## config.mk

```make
export PLATFORM = sky130hd
export DESIGN_NAME = dual_file_xbar
export DESIGN_NICKNAME = d
export VERILOG_FILES = /design/src/rtl/dual_file_xbar.sv
export SDC_FILE = /design/constraint.sdc
export NUM_CORES = 1
export LEC_CHECK = 0
export CORE_MARGIN = 3
export CORE_UTILIZATION = 28
export CTS_BUF_LIST = sky130_fd_sc_hd__clkbuf_4 sky130_fd_sc_hd__clkbuf_8
export CTS_CLUSTER_SIZE = 14
export DETAILED_ROUTE_END_ITERATION = 12
export DONT_BUFFER_PORTS = 1
export PLACE_DENSITY_LB_ADDON = 0.12
export RECOVER_POWER = 50
export SYNTH_ARGS = -nofsm -noshare
export SYNTH_HDL_FRONTEND = slang
export SYNTH_SLANG_ARGS = --single-unit
```

## constraint.sdc

```tcl
create_clock -name clk -period 1.8 [get_ports clk]
set_input_delay 0.09 -clock clk [delete_from_list [all_inputs] [get_ports clk]]
set_output_delay 0.09 -clock clk [all_outputs]
set_load 0.005 [all_outputs]
```

## src/rtl/dual_file_xbar.sv

```systemverilog
module dual_file_xbar #(
  parameter int WORDS = 16,
  parameter int WIDTH = 4
) (
  input  logic                     clk,
  input  logic                     rst_n,
  input  logic [$clog2(WORDS)-1:0] f0_addr,
  input  logic [$clog2(WORDS)-1:0] f1_addr,
  input  logic                     f0_we_n,
  input  logic                     f1_we_n,
  input  logic                     a_sel,
  input  logic                     b_sel,
  input  logic                     a_dir_in,
  input  logic                     b_dir_in,
  input  logic [WIDTH-1:0]         a_din,
  input  logic [WIDTH-1:0]         b_din,
  output logic [WIDTH-1:0]         a_dout,
  output logic [WIDTH-1:0]         b_dout,
  output logic                     a_oe,
  output logic                     b_oe
);
  localparam int AW = $clog2(WORDS);
  localparam int FILES = 2;

  logic [WIDTH-1:0] mem [FILES][WORDS];
  logic [AW-1:0]    addr [FILES];
  logic [FILES-1:0] we_n, a_hit, b_hit;
  logic [WIDTH-1:0] a_word, b_word;

  assign addr[0] = f0_addr;
  assign addr[1] = f1_addr;
  assign we_n    = {f1_we_n, f0_we_n};

  assign a_word = mem[a_sel][addr[a_sel]];
  assign b_word = mem[b_sel][addr[b_sel]];
  assign a_oe   = ~a_dir_in;
  assign b_oe   = ~b_dir_in;
  assign a_dout = a_oe ? a_word : '0;
  assign b_dout = b_oe ? b_word : '0;

  for (genvar f = 0; f < FILES; f++) begin : g_file
    assign a_hit[f] = a_dir_in && (a_sel == 1'(f));
    assign b_hit[f] = b_dir_in && (b_sel == 1'(f));

    always_ff @(posedge clk or negedge rst_n) begin
      if (!rst_n) begin
        for (int w = 0; w < WORDS; w++) mem[f][w] <= '0;
      end else if (!we_n[f] && (a_hit[f] || b_hit[f])) begin
        mem[f][addr[f]] <= b_hit[f] ? b_din : a_din;
      end
    end

    p_single_write_r5: assert property (@(posedge clk) disable iff (!rst_n)
      (!we_n[f] && a_hit[f] && !b_hit[f]) |=> mem[f][$past(addr[f])] == $past(a_din));

    p_b_priority_r7: assert property (@(posedge clk) disable iff (!rst_n)
      (!we_n[f] && b_hit[f]) |=> mem[f][$past(addr[f])] == $past(b_din));

    p_masked_hold_r6: assert property (@(posedge clk) disable iff (!rst_n)
      we_n[f] |=> mem[f][$past(addr[f])] == $past(mem[f][addr[f]]));

    p_unselected_hold_r9: assert property (@(posedge clk) disable iff (!rst_n)
      (!a_hit[f] && !b_hit[f]) |=> mem[f][$past(addr[f])] == $past(mem[f][addr[f]]));
  end

  p_input_quiet_r4: assert property (@(posedge clk) disable iff (!rst_n)
    (a_dir_in |-> (!a_oe && a_dout == '0)) and (b_dir_in |-> (!b_oe && b_dout == '0)));

  p_shared_read_r10: assert property (@(posedge clk) disable iff (!rst_n)
    (!a_dir_in && !b_dir_in && a_sel == b_sel) |-> a_dout == b_dout);
endmodule

```

==> results.md, run 1 <==
- Comb pwr share: 0.258
- Die Ht: 167 µm
- Hold crit path type: input port to asynchronous set/reset pin
- Max reg flops: 128
- Final hold vios: 128
- Global route overflow: 0
- Syn avg cell area: 10.8 µm²
- H-tree levels: 4
- Fraction of layout cells with a size suffix above 1: 0.310
- RSZ-0062 raised after global routing: yes
- Drc violations: 0
- LEAKAGE: 3.59 nW
- Vias in the first global route: 5665
- Pin count of the biggest net entering global routing: 129
- Maximum VDD drop: 0.411 mV
- Worst-path clk slew: 0.09 ns
- Register area share after synthesis: 0.442
- Hpwl dp: 16300 µm
- Sequential power share: 0.469
- Regs by FF count: mem: 128 flops
- Int Power: 0.00587 W
- Worst hold margin: -0.663 ns
- Hold buffers post-CTS: 5
- Root buf cell: clkbuf_8
- Status: finished with violations
- Period utilization: 1.20
- Clock net sink count: 128
- Most common library cells after synthesis: dfrtp_1, nor2_1, a21oi_1, mux2_2, mux2i_1
- Initial antenna violation count: 0
- Die area: 0.0279 mm²
- TritonCTS Buffers: 17
- P_sw: 0.00283 W
- Final setup vio count: 8
- Row cnt: 58
- Synthesized area: 0.00725 mm²
- Final Critical Period: 2.16 ns
- Sw Share: 0.325
- Initial cell density of the core: 0.286
- Post-synth top flop: dfrtp_1
- Max Fclk: 463 MHz
- TritonRoute pass-1 iters: 4
- Antenna Cells: 0
- Synthesis-to-layout area growth: 15.4%
- Wirelength, routed: 22500 µm
- Core Box Area: 0.0253 mm²
- Crit path required time: 1.71 ns
- Cells along the critical path: buf_4 -> mux4_2 -> nor2_2 -> a21oi_1 -> nor2_1 -> a31oi_1 -> a32o_2
- Max incr delay on CP: 0.51 ns
- Post-Layout Cell Count: 1039
- Final ANT Viol Nets: 0
- I/O Pins: 34
- Slew HR: 0.573
- Setup Crit Path Kind: register to output port
- Failing checks: hold timing, setup timing
- Setup TNS: -2.29 ns
- Via Count: 5424
- CP Capture Type: output port
- Clk buf depth: 2
- Pins Over Slew Limit: 0
- Share of the synthesized area in the top cell type: 0.442
- Wire per inst: 21.6 µm
- Number of port buffers: 0
- Post-synth ARST share: 1.00
- Startpoint types: register
- Placed Instances: 998
- Clock skew: 0 ns
- Synthesized Nets: 697
- DRT iter0 DRCs: 271
- Distinct cells, synth: 41
- Worst-path fanout max: 2
- Cell accounting for the most synthesized area: dfrtp_1
- Avg Vias per Cell: 5.22
- GP Congestion: 0.836
- Pwr/cell area: 1040 mW/mm²
- Crit-path leading delay family: multiplexers
- TritonCTS clock tree: yes
- Max-cap violations: 0
- Syn Inst Count: 673
- Slew @ Worst Pin: 0.623 ns
- All-layer global routing usage: 0.164
- Worst path bufs/invs: 1
- Clock Power Share: 0.272
- CP Data Arrival Time: 2.07 ns
- Largest cells by area after synthesis: dfrtp_1, mux2_2, mux2i_1
- Clk Latency, worst-skew pair: 0.43 ns
- Yosys reg bits: 128
- DIE WIDTH: 167 µm
- Setup ws final: -0.362 ns
- Synthesis warning total: 0
- Slowest CP cell: mux4_2
- NumNets Final: 720
- Most flop-heavy register: mem
- First-pass GRT wire length: 35100 µm
- Number of synthesized flops with an enable pin: 0
- Top-count cell post-synth: dfrtp_1
## power by group through the flow
stage / Sequential (W) / Clock [W] / Combinational (W)
2_1_floorplan: 0.00393 / 0 / 0.00162
3_3_place_gp: 0.00412 / 0 / 0.00206
3_5_place_dp: 0.00414 / 0 / 0.00210
4_1_cts: 0.00409 / 0.00244 / 0.00221
5_1_grt: 0.00418 / 0.00258 / 0.00247
6_report: 0.00409 / 0.00237 / 0.00225
## final timing paths
| kind | start | end | slack, ns | cells after the start |
|---|---|---|---|---|
| hold / removal | rst_n | mem[72] | -0.66 | 0 |
| setup / recovery | mem[80] | b_dout[0] | -0.36 | 7 |
| hold reg to reg | mem[8] | mem[8] | 0.51 | 1 |
| setup reg to reg | mem[54] | mem[54] | 0.91 | 2 |
| max in group asynchronous | rst_n | mem[35] | 2.23 | 0 |
| min in group clk | f0_addr[3] | mem[89] | 0.04 | 3 |
## what timing repair did
action / in CTS / in global routing
endpoints found under the setup margin: 8 / 8
gates resized for setup: 28 / 19
pin swaps: 6 / 7
endpoints found under the hold margin: 148 / 128
buffers inserted: 3 / 1
## logic make-up (layout without fill, tap and decap cells)
family / Yosys count / in the layout / synth area share
and+or+nand+nor: 190 / 190 / 0.120
AOI/OAI and AO/OA: 133 / 133 / 0.103
DFF: 128 / 128 / 0.442
muxes: 178 / 178 / 0.303
buffers and inverters: 44 / 80 / 0.0323
## area by class of cell
type / instances / area (µm²)
sequential: 128 / 3200
inverter: 4 / 15.0
multi-input combinational: 501 / 3990
fill: 2539 / 17000
tap: 330 / 413
clock buffer: 18 / 241
timing repair buffer: 44 / 372
clock inverter: 14 / 133
## metrics by stage
stage / instance area, µm² / hold WS (ns) / setup slack (ns) / power [W] / util
3_5_place_dp: 7750 / -0.201 / -0.312 / 0.00624 / 0.306
4_1_cts: 8280 / -0.697 / -0.406 / 0.00874 / 0.327
6_report: 8370 / -0.663 / -0.362 / 0.00870 / 0.330
3_3_place_gp: 7750 / -0.200 / -0.382 / 0.00618 / 0.306
2_1_floorplan: 7250 / -0.206 / 0.148 / 0.00555 / -
5_1_grt: 8370 / -0.719 / -0.465 / 0.00923 / 0.330
## cells in the final DEF, fill, tap and decap left out, drive strengths merged, types with 3 or more instances in the layout
cell	n
nor2	96
nand2b	6
a32o	3
nor2b	5
a21oi	85
nand3b	7
clkbuf	18
dfrtp	128
inv	7
or3b	3
mux4	25
nand2	44
o22ai	16
buf	39
nor3b	3
o21ai	15
mux2i	74
nand3	7
nor3	14
mux2	79
o221ai	4
dlygate4sd3	5
a31oi	4
clkinv	7
clkinvlp	3
## routing by layer
layer	vias to the layer above	GRT usage	wire, µm
met5	-	0	0
met4	0	0.0402	302
met3	14	0.0337	632
met2	78	0.277	11100
met1	2814	0.218	10400
li1	2518	-	-
Power figures use the tool's default switching activity.
==> run 2, diff against run 1 <==
--- a/config.mk
+++ b/config.mk
@@ -5,6 +5,7 @@
 export SDC_FILE = /design/constraint.sdc
 export NUM_CORES = 1
 export LEC_CHECK = 0
+export ABC_AREA = 1
 export CORE_MARGIN = 3
 export CORE_UTILIZATION = 28
 export CTS_BUF_LIST = sky130_fd_sc_hd__clkbuf_4 sky130_fd_sc_hd__clkbuf_8
==> run 2 against run 1 <==
The run still ends with hold timing, setup timing left. Synthesized area rose by 12%. Design area rose by 15%. Final cell count rose by 53%. Synthesized cell count rose by 77%. Utilization rose by 0.99 points. Non-clock buffer count rose by 7. Worst setup slack improved by 0.31 ns. Clock power rose by 8.9%. Total power rose by 4.0%. Combinational power rose by 12%. Sequential share of layout area fell by 4.9 points. Worst hold slack got worse by 0.017 ns. Largest cell class unchanged.
==> results.md, run 2 <==
- Distinct cells, synth: 23 (-44%)
- P_sw: 0.00321 W (+13%)
- Simple-gate portion of the synthesized area: 0.361 (+0.241)
- Clk buf depth: 2 (unchanged)
- Number of port buffers: 0 (unchanged)
- Mux contribution to synthesized area: 0.0856 (-0.218)
- Initial cell density of the core: 0.289 (+0.00246)
- Core Box Area: 0.0282 mm² (+12%)
- Startpoint types: register
- Slowest CP cell: dfrtp_1
- Comb pwr share: 0.280 (+0.022)
- TritonCTS clock tree: yes
- Cell accounting for the most synthesized area: dfrtp_1
- DIE WIDTH: 177 µm (+5.8%)
- TritonRoute pass-1 iters: 5 (+1)
- Clock skew: 0 ns (unchanged)
- CP Capture Type: output port
- Global route overflow: 0 (unchanged)
- GP Congestion: 0.869 (+3.9%)
- Adder-cell share of the synthesized area: 0 (unchanged)
- First-pass GRT wire length: 46800 µm (+33%)
- Share of the synthesized area in the top cell type: 0.393 (-0.0489)
- Hold crit path type: input port to asynchronous set/reset pin
- Period utilization: 1.03 (-0.172)
- Max-cap violations: 0 (unchanged)
- Crit path required time: 1.71 ns (about the same)
- Worst-path fanout max: 3 (+1)
- Most frequent cells in the layout: nand2_1, dfrtp_1, o21ai_0
- Post-synth top flop: dfrtp_1
- Synthesis warning total: 0 (unchanged)
- Design area: 0.00961 mm² (+15%)
- Die area: 0.0312 mm² (+12%)
- Final Critical Period: 1.85 ns (-0.310 ns)
- Setup ws final: -0.0522 ns (+0.310 ns)
- Largest cells by area after synthesis: dfrtp_1, nand2_1, mux2_2
- Slew @ Worst Pin: 0.560 ns (-0.0628 ns)
- Clk Latency, worst-skew pair: 0.45 ns (+0.02 ns)
- Root buf cell: clkbuf_8
- Pwr/cell area: 942 mW/mm² (-9.5%)
- Die Ht: 177 µm (+5.8%)
- Vias in the first global route: 7296 (+29%)
- Cells along the critical path: nand2_1 -> nand2_1 -> nand2_1 -> nand2_1 -> nand2_1 -> nand3_2 -> nand3_2 -> a21oi_2 -> buf_4 -> buf_6
- Failing checks: hold timing, setup timing
- Wirelength, routed: 30700 µm (+37%)
- LEAKAGE: 4.66 nW (+30%)
- Yosys reg bits: 128 (unchanged)
- Setup Crit Path Kind: register to output port
- H-tree levels: 4 (unchanged)
- Sw Share: 0.355 (+0.0298)
- Hold buffers post-CTS: 4 (-1)
- Max reg flops: 128 (unchanged)
- Worst path most repeated cell: nand2_1
- Synthesis-to-layout area growth: 17.8%
- Synth Area in Compound Gates: 0.0988 (-0.00385)
- Regs by FF count: mem: 128 flops
- Clock Power Share: 0.285 (+0.013)
- Avg Vias per Cell: 4.85 (-7.0%)
- NumNets Final: 1228 (+71%)
- Worst-path clk slew: 0.08 ns (about the same)
- Worst hold margin: -0.680 ns (-0.0174 ns)
- I/O Pins: 34 (unchanged)
- Most flop-heavy register: mem
- Antenna Cells: 0 (unchanged)
- Slew HR: 0.626 (+0.0528)
- Top-count cell post-synth: nand2_1
- Number of synthesized flops with an enable pin: 0 (unchanged)
- All-layer global routing usage: 0.200 (+0.0357)
- Main combinational cell family by area after synthesis: simple AND/OR/NAND/NOR gates
- Clock net sink count: 128 (unchanged)
- Wire per inst: 19.3 µm (-11%)
- FF-to-FF End: mem[62]
- Register area share after synthesis: 0.393 (-0.0489)
- Dpl cell area: 0.00879 mm² (+13%)
- Synthesized area: 0.00816 mm² (+12%)
- Fraction of layout cells with a size suffix above 1: 0.220 (-0.0907)
- Int Power: 0.00584 W (-0.63%)
- Hpwl dp: 20200 µm (+24%)
- Reg-to-reg critical path startpoint: mem[62]
- Row cnt: 61 (+5.2%)
- Final hold vios: 128 (unchanged)
- Sequential power share: 0.435 (-0.034)
- Final ANT Viol Nets: 0 (unchanged)
- Initial antenna violation count: 0 (unchanged)
- Maximum VDD drop: 0.427 mV (+3.8%)
- RSZ-0062 raised after global routing: yes
- CP Data Arrival Time: 1.76 ns (-0.31 ns)
- TritonCTS Buffers: 17 (unchanged)
- Synthesized Nets: 1215 (+74%)
- Via Count: 7736 (+43%)
- Max Fclk: 540 MHz (+17%)
- Final Power: 0.00905 W (+4.0%)
- Post-synth ARST share: 1.00 (unchanged)
- Syn Inst Count: 1191 (+77%)
- Max incr delay on CP: 0.43 ns (-0.08 ns)
- Status: finished with violations
- Most common library cells after synthesis: nand2_1, o21ai_0, dfrtp_1, inv_1, mux2_2
- FF-to-FF setup slack: 0.89 ns (-0.02 ns)
- Worst R2R Path Depth: 2 (unchanged)
- Pins Over Slew Limit: 0 (unchanged)
- DRT iter0 DRCs: 596 (+120%)
- Drc violations: 0 (unchanged)
- Syn avg cell area: 6.85 µm² (-36%)
- Post-Synth XOR/XNOR Area: 0 (unchanged)
- Final setup vio count: 6 (-2)
- Pin count of the biggest net entering global routing: 129 (unchanged)
- Commonest non-fill, non-tap cell in the layout: nand2_1
run 2: cell count changes after synthesis, sizes merged, moves of 17 or more:
cell   previous run  this run
mux2             79        62
mux2i            74         0
inv               4        67
nand3             7        59
o21ai            15       142
mux4             25         0
nand2            44       633
a21oi            85        10
nor2             96        32
run 2: power groups by stage:
stage	clock network (W)	registers (W)	logic, W
finish	0.00258	0.00393	0.00253
global route	0.00276	0.00402	0.00284
CTS	0.00265	0.00393	0.00246
detailed placement	0	0.00398	0.00228
global placement	0	0.00398	0.00226
floorplan	0	0.00383	0.00165
run 2: cell type report:
class | instances | area [µm²]
clock buffer | 21 | 277
clock inverter | 10 | 113
fill | 3097 | 18600
inverter | 67 | 251
multi-input combinational | 939 | 4810
sequential | 128 | 3200
tap | 378 | 473
timing repair buffer | 51 | 484
run 2: critical path, delay by kind of cell (launching register included):
| kind | cells | cell delay, ns |
|---|---|---|
| DFF | 1 | 0.43 |
| AOI/OAI and AO/OA | 1 | 0.14 |
| buffers and inverters | 2 | 0.22 |
| and+or+nand+nor | 7 | 0.52 |
run 2: timing repair:
action / CTS / global route
buffers inserted: 1 / 4
pin swaps: 33 / 21
setup endpoints to repair: 8 / 13
resized for setup: 97 / 38
hold endpoints to repair: 143 / 128
run 2: cell families after synthesis:
logic type / Yosys count
AND/OR/NAND/NOR: 724
AO/OA/AOI/OAI: 153
flip-flops: 128
buffers and inverters: 124
multiplexers: 62
run 2: metrics by stage:
step / TNS (ns) / cells / setup slack [ns] / utilization
floorplan: 0 / 1191 / 0.366 / -
global placement: 0 / 1556 / 0.0824 / 0.311
detailed placement: 0 / 1556 / 0.0832 / 0.311
CTS: -0.408 / 1591 / -0.0931 / 0.336
global route: -1.05 / 1594 / -0.171 / 0.340
finish: -0.148 / 1594 / -0.0522 / 0.340
run 2: how the worst max path moves through the flow:
stage | startpoint | to | cells past startpoint
after global routing | mem[65] | a_dout[1] | 10
after CTS | mem[65] | a_dout[1] | 10
final | mem[9] | a_dout[1] | 10
after detailed placement | b_sel | b_dout[1] | 12
after floorplan | a_sel | mem[20] | 7
after global placement | b_sel | b_dout[1] | 12
run 2: metal layers:
| layer | routed length, µm | global-route usage |
|---|---|---|
| met4 | 433 | 0.0448 |
| met2 | 15100 | 0.340 |
| met1 | 14100 | 0.271 |
| met5 | 0 | 0 |
| met3 | 1050 | 0.0287 |
